File: src/rtl/trib_pm_pkg.sv
package trib_pm_pkg;

    // Defect-tracking controller states
    typedef enum logic {
        ST_COUNTING  = 1'b0,
        ST_SQUELCHED = 1'b1
    } squelch_state_e;

    // Per-cycle operation applied to a counter/holding pair
    typedef enum logic [1:0] {
        OP_ACCUM = 2'd0,
        OP_XFER  = 2'd1,
        OP_CLEAR = 2'd2
    } cnt_op_e;

endpackage

File: src/rtl/trib_v5_incr.sv
module trib_v5_incr #(
    parameter int INC_W = 2
) (
    input  logic             clk,
    input  logic             rst_n,
    input  logic             frame_stb,
    input  logic [1:0]       par_err,
    input  logic             rei_bit,
    output logic [INC_W-1:0] par_inc,
    output logic [INC_W-1:0] rei_inc
);

    localparam logic [INC_W-1:0] INC_TWO = INC_W'(2);
    localparam logic [INC_W-1:0] INC_ONE = INC_W'(1);

    // Parity errors per frame are limited to the two parity bits
    always_comb begin
        par_inc = '0;
        if (frame_stb) begin
            unique case (par_err)
                2'd0:    par_inc = '0;
                2'd1:    par_inc = INC_ONE;
                default: par_inc = INC_TWO;
            endcase
        end
    end

    always_comb begin
        rei_inc = '0;
        if (frame_stb && rei_bit) begin
            rei_inc = INC_ONE;
        end
    end

    AST_INC_RANGE: assert property (@(posedge clk) disable iff (!rst_n)
        (par_inc <= INC_TWO) && (rei_inc <= INC_ONE));

    AST_NO_STROBE_NO_INC: assert property (@(posedge clk) disable iff (!rst_n)
        !frame_stb |-> (par_inc == '0 && rei_inc == '0));

endmodule

File: src/rtl/trib_defect_fsm.sv
module trib_defect_fsm
    import trib_pm_pkg::*;
(
    input  logic       clk,
    input  logic       rst_n,
    input  logic [3:0] defects,
    output logic       squelch,
    output logic       in_squelch
);

    squelch_state_e state_q, state_d;
    logic           any_defect;

    assign any_defect = |defects;

    // Next-state logic
    always_comb begin
        state_d = state_q;
        unique case (state_q)
            ST_COUNTING:  if (any_defect)  state_d = ST_SQUELCHED;  // squelch_enter
            ST_SQUELCHED: if (!any_defect) state_d = ST_COUNTING;   // squelch_exit
            default:      state_d = ST_COUNTING;
        endcase
    end

    // State register
    always_ff @(posedge clk or negedge rst_n) begin
        if (!rst_n) begin
            state_q <= ST_COUNTING;
        end else begin
            state_q <= state_d;
        end
    end

    // Outputs: forcing applies in the very cycle a defect is sampled
    always_comb begin
        in_squelch = (state_q == ST_SQUELCHED);
        squelch    = any_defect;
    end

    AST_SQUELCH_TRACK: assert property (@(posedge clk) disable iff (!rst_n)
        any_defect |=> (state_q == ST_SQUELCHED));

    AST_SQUELCH_LEAVE: assert property (@(posedge clk) disable iff (!rst_n)
        !any_defect |=> (state_q == ST_COUNTING));

endmodule

File: src/rtl/trib_sat_counter.sv
module trib_sat_counter
    import trib_pm_pkg::*;
#(
    parameter int W     = 12,
    parameter int INC_W = 2
) (
    input  logic             clk,
    input  logic             rst_n,
    input  cnt_op_e          op,
    input  logic             sat,
    input  logic [INC_W-1:0] inc,
    output logic [W-1:0]     run,
    output logic [W-1:0]     hold
);

    localparam logic [W-1:0] ALL_ONES = {W{1'b1}};
    localparam int           PAD_W    = W + 1 - INC_W;

    logic [W-1:0] run_q, hold_q;
    logic [W-1:0] base;
    logic [W:0]   sum_ext;
    logic [W-1:0] run_next;

    // A transfer restarts the count, so the addition starts from zero
    always_comb begin
        base     = (op == OP_XFER) ? '0 : run_q;
        sum_ext  = {1'b0, base} + {{PAD_W{1'b0}}, inc};
        run_next = (sat && sum_ext[W]) ? ALL_ONES : sum_ext[W-1:0];
    end

    always_ff @(posedge clk or negedge rst_n) begin
        if (!rst_n) begin
            run_q  <= '0;
            hold_q <= '0;
        end else begin
            unique case (op)
                OP_CLEAR: begin
                    run_q  <= '0;
                    hold_q <= '0;
                end
                OP_XFER: begin
                    hold_q <= run_q;
                    run_q  <= run_next;
                end
                default: begin
                    run_q  <= run_next;
                end
            endcase
        end
    end

    assign run  = run_q;
    assign hold = hold_q;

    AST_CLEAR_BOTH: assert property (@(posedge clk) disable iff (!rst_n)
        (op == OP_CLEAR) |=> (run_q == '0 && hold_q == '0));

    AST_XFER_COPY: assert property (@(posedge clk) disable iff (!rst_n)
        (op == OP_XFER) |=> (hold_q == $past(run_q)));

    AST_NO_OVERFLOW: assert property (@(posedge clk) disable iff (!rst_n)
        (op == OP_ACCUM && sat) |=> (run_q >= $past(run_q)));

    AST_WRAP_DOWN: assert property (@(posedge clk) disable iff (!rst_n)
        (op == OP_ACCUM && !sat && run_q == ALL_ONES && inc != '0) |=> (run_q < $past(run_q)));

    AST_HOLD_STABLE: assert property (@(posedge clk) disable iff (!rst_n)
        (op == OP_ACCUM) |=> $stable(hold_q));

endmodule

File: src/rtl/trib_err_pair.sv
module trib_err_pair
    import trib_pm_pkg::*;
#(
    parameter int PAR_W = 12,
    parameter int REI_W = 11,
    parameter int INC_W = 2
) (
    input  logic             clk,
    input  logic             rst_n,
    input  logic             frame_stb,
    input  logic [1:0]       par_err,
    input  logic             rei_bit,
    input  logic             pm_tick,
    input  logic             sat_sel,
    input  logic             lop_in,
    input  logic             ais_in,
    input  logic             lom_in,
    input  logic             auto_ais_in,
    output logic [PAR_W-1:0] par_run,
    output logic [PAR_W-1:0] par_hold,
    output logic [REI_W-1:0] rei_run,
    output logic [REI_W-1:0] rei_hold
);

    localparam int N_CNT = 2;

    logic [INC_W-1:0] par_inc, rei_inc;
    logic             squelch, in_squelch;
    cnt_op_e          op;

    trib_v5_incr #(.INC_W(INC_W)) u_incr (
        .clk       (clk),
        .rst_n     (rst_n),
        .frame_stb (frame_stb),
        .par_err   (par_err),
        .rei_bit   (rei_bit),
        .par_inc   (par_inc),
        .rei_inc   (rei_inc)
    );

    trib_defect_fsm u_fsm (
        .clk        (clk),
        .rst_n      (rst_n),
        .defects    ({auto_ais_in, lom_in, ais_in, lop_in}),
        .squelch    (squelch),
        .in_squelch (in_squelch)
    );

    // Priority: defect clear, then transfer, then accumulate
    always_comb begin
        unique case ({squelch, pm_tick})
            2'b10, 2'b11: op = OP_CLEAR;
            2'b01:        op = OP_XFER;
            default:      op = OP_ACCUM;
        endcase
    end

    generate
        for (genvar g = 0; g < N_CNT; g++) begin : g_cnt
            if (g == 0) begin : g_par
                trib_sat_counter #(.W(PAR_W), .INC_W(INC_W)) u_cnt (
                    .clk   (clk),
                    .rst_n (rst_n),
                    .op    (op),
                    .sat   (sat_sel),
                    .inc   (par_inc),
                    .run   (par_run),
                    .hold  (par_hold)
                );
            end else begin : g_rei
                trib_sat_counter #(.W(REI_W), .INC_W(INC_W)) u_cnt (
                    .clk   (clk),
                    .rst_n (rst_n),
                    .op    (op),
                    .sat   (sat_sel),
                    .inc   (rei_inc),
                    .run   (rei_run),
                    .hold  (rei_hold)
                );
            end
        end
    endgenerate

    AST_SQUELCHED_ZERO: assert property (@(posedge clk) disable iff (!rst_n)
        in_squelch |-> (par_run == '0 && par_hold == '0 && rei_run == '0 && rei_hold == '0));

    AST_NO_STB_STILL: assert property (@(posedge clk) disable iff (!rst_n)
        (!frame_stb && !pm_tick && !squelch) |=> ($stable(par_run) && $stable(rei_run)));

endmodule

File: config.mk
export PLATFORM = sky130hd
export DESIGN_NAME = trib_err_pair
export DESIGN_NICKNAME = d
export VERILOG_FILES = /design/src/rtl/trib_pm_pkg.sv /design/src/rtl/trib_v5_incr.sv /design/src/rtl/trib_defect_fsm.sv /design/src/rtl/trib_sat_counter.sv /design/src/rtl/trib_err_pair.sv
export SDC_FILE = /design/constraint.sdc
export NUM_CORES = 1
export LEC_CHECK = 0
export BUFFER_PORTS_ARGS = -buffer_cell sky130_fd_sc_hd__buf_2
export CAP_MARGIN = 15
export CORE_MARGIN = 2
export CORE_UTILIZATION = 47
export CTS_CLUSTER_DIAMETER = 30
export CTS_CLUSTER_SIZE = 40
export DETAILED_ROUTE_END_ITERATION = 8
export GPL_TIMING_DRIVEN = 0
export MAX_ROUTING_LAYER = met4
export PLACE_DENSITY = 0.78
export SLEW_MARGIN = 10
export SYNTH_ARGS = -nofsm -noshare
export SYNTH_HDL_FRONTEND = slang
export SYNTH_SLANG_ARGS = --single-unit
File: constraint.sdc
create_clock -name clk -period 2.15 [get_ports clk]
set_clock_uncertainty 0.2 [all_clocks]
set_input_delay 0.3225 -clock clk [delete_from_list [all_inputs] [get_ports clk]]
set_output_delay 0.3225 -clock clk [all_outputs]
set_load 0.01 [all_outputs]
==> flow_metrics.py <==
metrics = {
    "global_route": {
        "grt_start_max_net_pins": 47,
        "grt_usage_pct": 21.3,
        "grt_overflow_total": 0,
        "antenna_found_initial": 0,
        "grt_pass1_vias": 1769,
        "grt_first_pass_wirelength_mm": 8.42,
    },
    "logic_synthesis": {
        "yosys-top-cells-area": "dfrtp_1 (51%), mux2i_1 (11%), nor2_1 (4.8%)",
        "synth.top_cell.area_share_pct": 51.1,
        "synth_warnings": 0,
        "avgSynthCellArea_um2": 10.5,
        "synth_cells": 214,
        "yosysTopAreaCell": "dfrtp_1",
        "syn-cell-area_um2": 2250,
        "async_flop_share_pct": 100,
        "synth_seq_cells": 46,
        "synth_edf_count": 0,
        "synth.net_count": 231,
        "ys_types": 42,
        "synth_seq_area_share_pct": 51.1,
        "synth-main-ff-cell": "dfrtp_1",
    },
    "layout": {
        "ff_latch_area_um2": 1150,
        "drive_gt1_share_pct": 36.8,
        "final_cell_mix": "buf_2 (64), dfrtp_1 (46), nor2_1 (28)",
        "fillers": 413,
        "final_common_cell": "buf_2",
        "fin_nets": 301,
        "multi_input_area_um2": 1130,
        "diodes": 0,
        "syn_to_final_growth_pct": 28.2,
    },
    "place": {
        "hpwlAfterDp_mm": 3.57,
        "dp_slack_ns": -0.497,
        "io_buffers": 56,
        "gp_congestion": 0.792,
    },
    "routing": {
        "route.met3.wl_um": 228,
        "met1_length_mm": 2.34,
        "routed_wirelength_mm": 5.19,
        "drcViolationCount": 0,
        "antenna_left": 0,
        "wl_met2_mm": 2.59,
        "maxUsedRoutingLayer": "met4",
        "vias_per_cell": 5.36,
        "wire_per_inst_um": 15.3,
        "dr.pass1.iters": 4,
        "dr_total_vias": 1816,
        "drt_iter0_markers": 73,
    },
    "timing": {
        "drv_slew": 0,
        "setup_violations": 1,
        "relSlewSlack_pct": 30.8,
        "fmax_mhz": 458,
        "setup_ws_ns": -0.0333,
        "period_needed_ns": 2.18,
        "hold_viol": 0,
        "tightest_slew_ns": 1.04,
        "min_period_over_period_pct": 102,
        "hold_slack_ns": 0.000311,
        "rsz0062_at_grt": "true",
    },
    "floorplanning": {
        "die_w_um": 73.2,
        "core-area_um2": 4660,
        "io_pins": 58,
        "die_y_um": 73.2,
        "start_util_pct": 48.3,
        "dieArea_um2": 5360,
        "std_cell_rows": 25,
    },
    "worst_setup_path": {
        "worstPathCellList": "and2_4, ha_4, inv_2, fa_2, nand3b_1, nand4bb_1, buf_6, nor3b_4, a211oi_2",
        "crit_fanout": 4,
        "endpoint_kind": "flop",
        "crit_slowest_cell": "dfrtp_1",
        "regToRegSetupSlack_ns": -0.03,
        "cp-start-kind": "flop",
        "crit_family": "simple AND/OR/NAND/NOR gates",
        "rr_endpoint": "g_cnt[0].g_par.u_cnt.run[2]",
        "r2r_start": "g_cnt[0].g_par.u_cnt.run[0]",
        "worstSetupPathType": "flop to flop",
        "worst_path_largest_cell_delay_ns": 0.35,
        "reg2reg_depth": 9,
        "crit_buf_inv": 2,
        "required_ns": 2.17,
        "arrival_ns": 2.20,
    },
    "power_and_ir_drop": {
        "power_density_nw_per_um2": 534,
        "vdd_drop_max_uv": 352,
        "p_leak_uw": 0.00142,
    },
    "clock_network": {
        "cts_root_buf": "clkbuf_8",
        "cts.sinks": 46,
        "htreeDepth": 2,
        "cts_tree": "built",
        "ctsLongestPathBuffers": 2,
        "clock_latency_ns": 0.30,
        "clkSlewWorstSetupHoldPaths_ns": 0.09,
        "ctsHoldBuffers": 0,
        "numCtsBuffers": 5,
    },
    "run_status": {
        "outcome": "complete, but fails checks",
        "violations": "negative setup slack",
    },
    "hold_path": {
        "holdCritPathClass": "input port to async pin",
    },
    "flow_run": {
        "max_cap_violations": 0,
    },
}
## per-layer routing
layer  vias up  track usage [%]
met5         -                -
li1        877                -
met1       889             26.6
met4         0             5.56
met2        46             35.1
met3         4             4.70
## registers in the layout, summed over array words and instances, names as in the netlist
register,count
g_cnt.g_par.u_cnt.hold,12
g_cnt.g_par.u_cnt.run,12
g_cnt.g_rei.u_cnt.hold,11
g_cnt.g_rei.u_cnt.run,11
## where the power goes
| part | internal [uW] | switching, uW |
|---|---|---|
| Clock | 295 | 296 |
| Sequential | 865 | 0.390 |
| Combinational | 30.9 | 55.5 |
## repair_timing
action	CTS	global route
cloned	0	0
endpoints found under the setup margin	13	13
gates resized for setup	2	9
pin swaps	3	1
setup buffers	6	1
## synthesized netlist by cell type (2+ instances only)
cell type	instances
a211oi_1	2
a21o_1	2
a21oi_1	18
and2_1	4
and3_1	3
and4_1	2
buf_2	9
dfrtp_1	46
ha_1	4
inv_1	7
mux2i_1	25
nand2_1	11
nand2b_1	5
nand3_1	3
nand3_2	2
nand4_1	4
nor2_1	29
nor2b_1	2
nor3_1	3
nor4_1	2
o21ai_0	2
xnor2_1	5
xor2_1	5
## how the worst max path moves through the flow
stage | startpoint | endpoint | cells past startpoint
finish | g_cnt[0].g_par.u_cnt.run[0] | g_cnt[0].g_par.u_cnt.run[2] | 9
floorplan | pm_tick | g_cnt[0].g_par.u_cnt.run[2] | 11
detailed placement | lop_in | g_cnt[0].g_par.u_cnt.run[2] | 12
global route | g_cnt[0].g_par.u_cnt.run[0] | g_cnt[0].g_par.u_cnt.run[2] | 9
global placement | lop_in | g_cnt[0].g_par.u_cnt.run[2] | 12
CTS | g_cnt[0].g_par.u_cnt.run[0] | g_cnt[0].g_par.u_cnt.run[2] | 9
## through the flow
stage / total power (uW) / cells / setup TNS, ns / utilization [%] / area [um^2]
2_1_floorplan: 927 / 214 / -0.469 / - / 2340
3_3_place_gp: 967 / 324 / -4.72 / 57.6 / 2680
3_5_place_dp: 968 / 324 / -5.25 / 57.6 / 2680
4_1_cts: 1560 / 338 / -0.0101 / 61.0 / 2840
5_1_grt: 1600 / 339 / -0.645 / 61.9 / 2890
6_report: 1540 / 339 / -0.0333 / 61.9 / 2890
## cell families (layout without fill, tap and decap cells)
logic type | Yosys count | in the layout | synth area share, %
buffers and inverters | 17 | 88 | 3.33
XOR/XNOR | 10 | 10 | 3.89
adder cells (fa/ha/maj) | 5 | 5 | 3.11
flip-flops | 46 | 46 | 51.1
AND/OR/NAND/NOR | 79 | 79 | 18.9
multiplexers | 25 | 25 | 11.1
AO/OA/AOI/OAI | 32 | 32 | 8.56
## area by class of cell
class                   count  area share [%]
repair buffers             63            11.5
inverters                   7           0.910
well taps                  54            2.34
plain buffers              10            2.64
multi-input cells         151            39.1
clock buffers               7            3.34
flip-flops and latches     46            39.9
clock inverters             1           0.303
Note: power is estimated with default switching activity, not from simulation.
